--- config.mk ---
export PLATFORM = sky130hd
export DESIGN_NAME = rtc_irq_ctrl
export DESIGN_NICKNAME = d
export VERILOG_FILES = /design/src/rtl/rtc_irq_pkg.sv /design/src/rtl/rtc_rate_div.sv /design/src/rtl/rtc_alarm_match.sv /design/src/rtl/rtc_irq_flags.sv /design/src/rtl/rtc_irq_ctrl.sv
export SDC_FILE = /design/constraint.sdc
export NUM_CORES = 1
export LEC_CHECK = 0
export BUFFER_PORTS_ARGS = -buffer_cell sky130_fd_sc_hd__buf_2
export CELL_PAD_IN_SITES_DETAIL_PLACEMENT = 2
export CELL_PAD_IN_SITES_GLOBAL_PLACEMENT = 2
export CORE_MARGIN = 5
export CORE_UTILIZATION = 23
export DETAILED_ROUTE_END_ITERATION = 12
export GPL_TIMING_DRIVEN = 0
export PLACE_DENSITY_LB_ADDON = 0.1
export SLEW_MARGIN = 20
export SYNTH_ARGS = -nofsm -noshare
export SYNTH_HDL_FRONTEND = slang
export SYNTH_SLANG_ARGS = --single-unit
--- constraint.sdc ---
create_clock -name clk_i -period 1.4 [get_ports clk_i]
set_clock_uncertainty 0.05 [all_clocks]
set_input_delay 0.28 -clock clk_i [delete_from_list [all_inputs] [get_ports clk_i]]
set_output_delay 0.28 -clock clk_i [all_outputs]
set_load 0.01 [all_outputs]
--- src/rtl/rtc_irq_pkg.sv ---
package rtc_irq_pkg;
  localparam int unsigned STAT_W = 8;
  localparam int unsigned ST_IRQ = 7;
  localparam int unsigned ST_PER = 6;
  localparam int unsigned ST_ALM = 5;
  localparam int unsigned ST_UPD = 4;

  typedef struct packed {
    logic per;
    logic alm;
    logic upd;
  } evt_t;
endpackage

--- src/rtl/rtc_rate_div.sv ---
module rtc_rate_div #(
  parameter int unsigned RATE_W = 4
) (
  input  logic              clk_i,
  input  logic              rst_ni,
  input  logic              tick_i,
  input  logic [RATE_W-1:0] rate_i,
  input  logic              sqw_en_i,
  output logic              evt_o,
  output logic              sqw_o
);
  localparam int unsigned CNT_W = (1 << RATE_W) - 1;

  logic [CNT_W-1:0] cnt_q;
  logic [CNT_W:0]   span;
  logic [CNT_W-1:0] mask;
  logic             sqw_q;

  always_ff @(posedge clk_i or negedge rst_ni) begin
    if (!rst_ni)     cnt_q <= '0;
    else if (tick_i) cnt_q <= cnt_q + 1'b1;
  end

  // low rate_i bits all ones -> period of 2^rate_i ticks
  assign span  = ((CNT_W+1)'(1) << rate_i) - (CNT_W+1)'(1);
  assign mask  = span[CNT_W-1:0];
  assign evt_o = tick_i && (rate_i != '0) && ((cnt_q & mask) == mask);

  always_ff @(posedge clk_i or negedge rst_ni) begin
    if (!rst_ni)        sqw_q <= 1'b0;
    else if (!sqw_en_i) sqw_q <= 1'b0;
    else if (evt_o)     sqw_q <= ~sqw_q;
  end

  assign sqw_o = sqw_q;


  sqw_low_chk: assert property (@(posedge clk_i) disable iff (!rst_ni)
    !sqw_en_i |=> !sqw_o);

  sqw_toggle_chk: assert property (@(posedge clk_i) disable iff (!rst_ni)
    (sqw_en_i && evt_o) |=> (sqw_o != $past(sqw_o)));

  rate_off_chk: assert property (@(posedge clk_i) disable iff (!rst_ni)
    (rate_i == '0) |-> !evt_o);
endmodule

--- src/rtl/rtc_alarm_match.sv ---
module rtc_alarm_match #(
  parameter int unsigned FIELD_W  = 8,
  parameter int unsigned N_FIELDS = 3
) (
  input  logic [N_FIELDS-1:0][FIELD_W-1:0] cur_i,
  input  logic [N_FIELDS-1:0][FIELD_W-1:0] alm_i,
  input  logic                             sec_tick_i,
  output logic                             evt_o
);
  logic [N_FIELDS-1:0] hit;

  for (genvar g = 0; g < N_FIELDS; g++) begin : g_field
    logic wild;
    assign wild   = &alm_i[g][FIELD_W-1:FIELD_W-2];
    assign hit[g] = wild || (alm_i[g] == cur_i[g]);
  end

  assign evt_o = sec_tick_i && (&hit);
endmodule

--- src/rtl/rtc_irq_flags.sv ---
module rtc_irq_flags
  import rtc_irq_pkg::*;
(
  input  logic              clk_i,
  input  logic              rst_ni,
  input  evt_t              evt_i,
  input  evt_t              en_i,
  input  logic              rd_i,
  output logic [STAT_W-1:0] stat_o
);
  evt_t flg_q;
  evt_t flg_d;
  logic req;

  // read clears, but a same-cycle event survives
  assign flg_d = rd_i ? evt_i : (flg_q | evt_i);

  always_ff @(posedge clk_i or negedge rst_ni) begin
    if (!rst_ni) flg_q <= '0;
    else         flg_q <= flg_d;
  end

  assign req = |(flg_q & en_i);

  always_comb begin
    stat_o         = '0;
    stat_o[ST_IRQ] = req;
    stat_o[ST_PER] = flg_q.per;
    stat_o[ST_ALM] = flg_q.alm;
    stat_o[ST_UPD] = flg_q.upd;
  end


  per_set_chk: assert property (@(posedge clk_i) disable iff (!rst_ni)
    evt_i.per |=> stat_o[ST_PER]);

  alm_set_chk: assert property (@(posedge clk_i) disable iff (!rst_ni)
    evt_i.alm |=> stat_o[ST_ALM]);

  rd_clear_chk: assert property (@(posedge clk_i) disable iff (!rst_ni)
    (rd_i && !evt_i.upd) |=> !stat_o[ST_UPD]);

  sticky_chk: assert property (@(posedge clk_i) disable iff (!rst_ni)
    (stat_o[ST_ALM] && !rd_i) |=> stat_o[ST_ALM]);
endmodule

--- src/rtl/rtc_irq_ctrl.sv ---
module rtc_irq_ctrl
  import rtc_irq_pkg::*;
#(
  parameter int unsigned FIELD_W = 8,
  parameter int unsigned RATE_W  = 4
) (
  input  logic               clk_i,
  input  logic               rst_ni,
  input  logic               base_tick_i,
  input  logic               sec_tick_i,
  input  logic               upd_done_i,
  input  logic [FIELD_W-1:0] sec_i,
  input  logic [FIELD_W-1:0] min_i,
  input  logic [FIELD_W-1:0] hour_i,
  input  logic [FIELD_W-1:0] alm_sec_i,
  input  logic [FIELD_W-1:0] alm_min_i,
  input  logic [FIELD_W-1:0] alm_hour_i,
  input  logic [RATE_W-1:0]  rate_sel_i,
  input  logic               per_en_i,
  input  logic               alm_en_i,
  input  logic               upd_en_i,
  input  logic               sqw_en_i,
  input  logic               stat_rd_i,
  output logic [7:0]         stat_o,
  output logic               irq_o,
  output logic               sqw_o
);
  localparam int unsigned N_FIELDS = 3;

  evt_t evt;
  evt_t en;
  logic [N_FIELDS-1:0][FIELD_W-1:0] cur_f;
  logic [N_FIELDS-1:0][FIELD_W-1:0] alm_f;
  logic [STAT_W-1:0] stat;

  assign cur_f   = {hour_i, min_i, sec_i};
  assign alm_f   = {alm_hour_i, alm_min_i, alm_sec_i};
  assign en      = '{per: per_en_i, alm: alm_en_i, upd: upd_en_i};
  assign evt.upd = upd_done_i;

  rtc_rate_div #(.RATE_W(RATE_W)) u_div (
    .clk_i    (clk_i),
    .rst_ni   (rst_ni),
    .tick_i   (base_tick_i),
    .rate_i   (rate_sel_i),
    .sqw_en_i (sqw_en_i),
    .evt_o    (evt.per),
    .sqw_o    (sqw_o)
  );

  rtc_alarm_match #(.FIELD_W(FIELD_W), .N_FIELDS(N_FIELDS)) u_alm (
    .cur_i      (cur_f),
    .alm_i      (alm_f),
    .sec_tick_i (sec_tick_i),
    .evt_o      (evt.alm)
  );

  rtc_irq_flags u_flg (
    .clk_i  (clk_i),
    .rst_ni (rst_ni),
    .evt_i  (evt),
    .en_i   (en),
    .rd_i   (stat_rd_i),
    .stat_o (stat)
  );

  assign stat_o = stat;
  assign irq_o  = stat[ST_IRQ];


  masked_req_chk: assert property (@(posedge clk_i) disable iff (!rst_ni)
    (!per_en_i && !alm_en_i && !upd_en_i) |-> !irq_o);

  low_zero_chk: assert property (@(posedge clk_i) disable iff (!rst_ni)
    stat_o[3:0] == 4'h0);
endmodule

==> results.json <==
{
  "netlist_area_mm2": 0.001415,
  "mostFrequentLayoutCells": "buf_2, buf_4, xor2_1",
  "combPwrFrac_pct": 44.8,
  "synth-edff-count": 0,
  "final_common_cell": "buf_2",
  "hold_violations": 0,
  "dp_hpwl_mm": 4.063,
  "hold_depth": 2,
  "drt_pass1_iterations": 4,
  "crit_arrival_ns": 2.10,
  "drv_cap": 0,
  "core_area_mm2": 0.005956,
  "p_sw_share_pct": 33.57,
  "synth-seq-cells": 19,
  "outcome": "finished, violations left",
  "finalSetupViolCount": 10,
  "synth_area_leader_cell": "dfrtp_1",
  "critPathLaunchType": "input port",
  "drc": 0,
  "clk_pin_slew_ns": 0.07,
  "synth.avg_cell_area_um2": 9.372,
  "worstPathMaxFanout": 5,
  "portBuffers": 66,
  "preCtsSetupSlack_ns": -1.029,
  "start_util_pct": 23.76,
  "drt_iter0_markers": 19,
  "post_synth_main_area_contributors": "dfrtp_1, xor2_1, xnor2_1, nand2_1, buf_4",
  "ys.flop_type": "dfrtp_1",
  "gr-total-overflow": 0,
  "finalNetCount": 315,
  "die-height_um": 88.44,
  "wirelength_mm": 5.324,
  "violations": "setup timing",
  "fin_crit_sh_pct": 143.4,
  "power.share.clock_pct": 18.0,
  "grt_max_degree": 20,
  "syn-instance-count": 151,
  "die_x_um": 88.44,
  "power_leakage_nw": 1.120,
  "p_sw_mw": 0.7365,
  "crit_start": "rate_sel_i[3]",
  "yosysUniqueCellTypes": 43,
  "syn_to_final_growth_pct": 66.40,
  "cts-root-buf": "clkbuf_8",
  "drive_gt1_share_pct": 52.00,
  "num_vias": 1550,
  "tritoncts": "yes",
  "synth_top_area_share_pct": 33.60,
  "grt_pass1_vias": 1822,
  "drt-vias-per-instance": 4.769,
  "clk_latency_ns": 0.26,
  "end_kind": "flip-flop",
  "hp-start": "upd_done_i",
  "fin_ws_ns": -0.6076,
  "grt_pass1_wl_mm": 8.666,
  "path_class": "in2reg",
  "rsz0062_at_grt": "true",
  "crit_required_ns": 1.49,
  "whs_ns": 0.1450,
  "vdd_drop_max_mv": 0.4668,
  "grt_use_total_pct": 14.24,
  "io_pins": 72,
  "r2r_start": "u_div.cnt_q[9]",
  "drtAntennaViolNets": 0,
  "yosys_warnings": 0,
  "die_area_mm2": 0.007822,
  "antenna_found_initial": 0,
  "hp-class": "in2reg",
  "yosysSeqAreaShare_pct": 33.60,
  "cts_made_buffers": 3,
  "gp_congestion": 0.8308,
  "powerDensity_mw_per_mm2": 931.7,
  "fin_crit_ns": 2.008,
  "p_total_mw": 2.194,
  "num_antenna_cells": 0,
  "p_int_mw": 1.458,
  "n_fill_cell": 662,
  "clock_sinks": 19,
  "rows": 28,
  "power_frac_seq_pct": 37.2,
  "cts_max_path_buffers": 2,
  "synthArstFlopShare_pct": 100.0,
  "wl_per_cell_um": 16.38,
  "h-tree-depth": 1,
  "max_freq_mhz": 498.1,
  "slew_viol_final": 0,
  "worstRegToRegCells": 5
}
==> worst paths after layout <==
kind | endpoint | slack (ns)
worst min-delay path | u_flg.stat_o[4] | 0.14
worst min register to register | u_div.cnt_q[14] | 0.44
min in group asynchronous | u_flg.stat_o[4] | 0.45
worst max-delay path | u_div.sqw_o | -0.61
worst max register to register | u_div.sqw_o | -0.36
max in group asynchronous | u_div.cnt_q[0] | 0.51
==> critical path: stages <==
cell and delay, ns:
buf_12 0.11, buf_8 0.11, nor3_4 0.22, nand2_2 0.09, ha_4 0.27, o21ai_2 0.05, a311o_1 0.36, a2111oi_4 0.20
nand4b_1 0.23, mux2i_1 0.17
==> synth_stat cells (4+ instances only) <==
| cell type | count |
|---|---|
| o21ai_0 | 5 |
| nand3_1 | 4 |
| nand4_1 | 6 |
| nor4_1 | 4 |
| xor2_1 | 20 |
| inv_1 | 5 |
| nor2_1 | 7 |
| dfrtp_1 | 19 |
| xnor2_1 | 18 |
| buf_4 | 5 |
| and3_1 | 4 |
| nand2_1 | 12 |
==> layout make-up <==
cell class / instances / area, µm² / area share [%]
Buffer: 9 / 98.84 / 4.198
Clock buffer: 4 / 45.04 / 1.913
Inverter: 5 / 18.77 / 0.7970
Multi-Input combinational cell: 120 / 1020 / 43.31
Sequential cell: 19 / 478.0 / 20.30
Tap cell: 75 / 93.84 / 3.985
Timing Repair Buffer: 93 / 600.6 / 25.50
==> layer usage <==
layer / up-vias / track usage [%] / share of wire, %
met4: 0 / 3.297 / 0.90
met3: 5 / 3.818 / 6.7
met1: 769 / 14.79 / 37
li1: 723 / - / -
met5: - / 0 / 0
met2: 53 / 28.08 / 56
==> state kept, by name (all words and copies together), names as in the netlist <==
signal and count:
u_div.cnt_q 15, u_flg.stat_o 3, u_div.sqw_o 1
==> metrics by stage <==
| step | area (µm²) | TNS [ns] | util [%] | cells |
|---|---|---|---|---|
| floorplan | 1470 | -1.177 | - | 154 |
| global placement | 1894 | -2.433 | 31.81 | 295 |
| detailed placement | 1894 | -2.644 | 31.81 | 295 |
| CTS | 2183 | -2.028 | 36.66 | 315 |
| global route | 2355 | -3.029 | 39.54 | 325 |
| finish | 2355 | -1.995 | 39.54 | 325 |
==> power groups by stage <==
stage	Sequential, mW	Clock [mW]	Combinational (mW)
3_5_place_dp	0.823	0	0.566
6_report	0.816	0.395	0.984
3_3_place_gp	0.818	0	0.525
4_1_cts	0.810	0.408	0.849
2_1_floorplan	0.771	0	0.356
5_1_grt	0.835	0.449	1.08
==> timing repair <==
item | 4_1_cts | 5_1_grt
endpoints found under the setup margin | 10 | 12
setup buffers | 16 | 10
endpoints found under the hold margin | 19 | 0
hold buffers | 1 | 0
pin swaps | 11 | 10
resized for setup | 30 | 22
==> cell families (layout without fill, tap and decap cells) <==
logic type                 Yosys count  after routing  synth area share, %
other                                1              4               0.2650
and+or+nand+nor                     50             50                19.63
AOI/OAI and AO/OA                   23             23                12.38
xor gates and xnor gates            38             38                23.52
adders and majority gates            2              2                1.768
buffers and inverters               15            111                6.543
muxes                                3              3                2.299
DFF                                 19             19                33.60
Power figures use the tool's default switching activity.
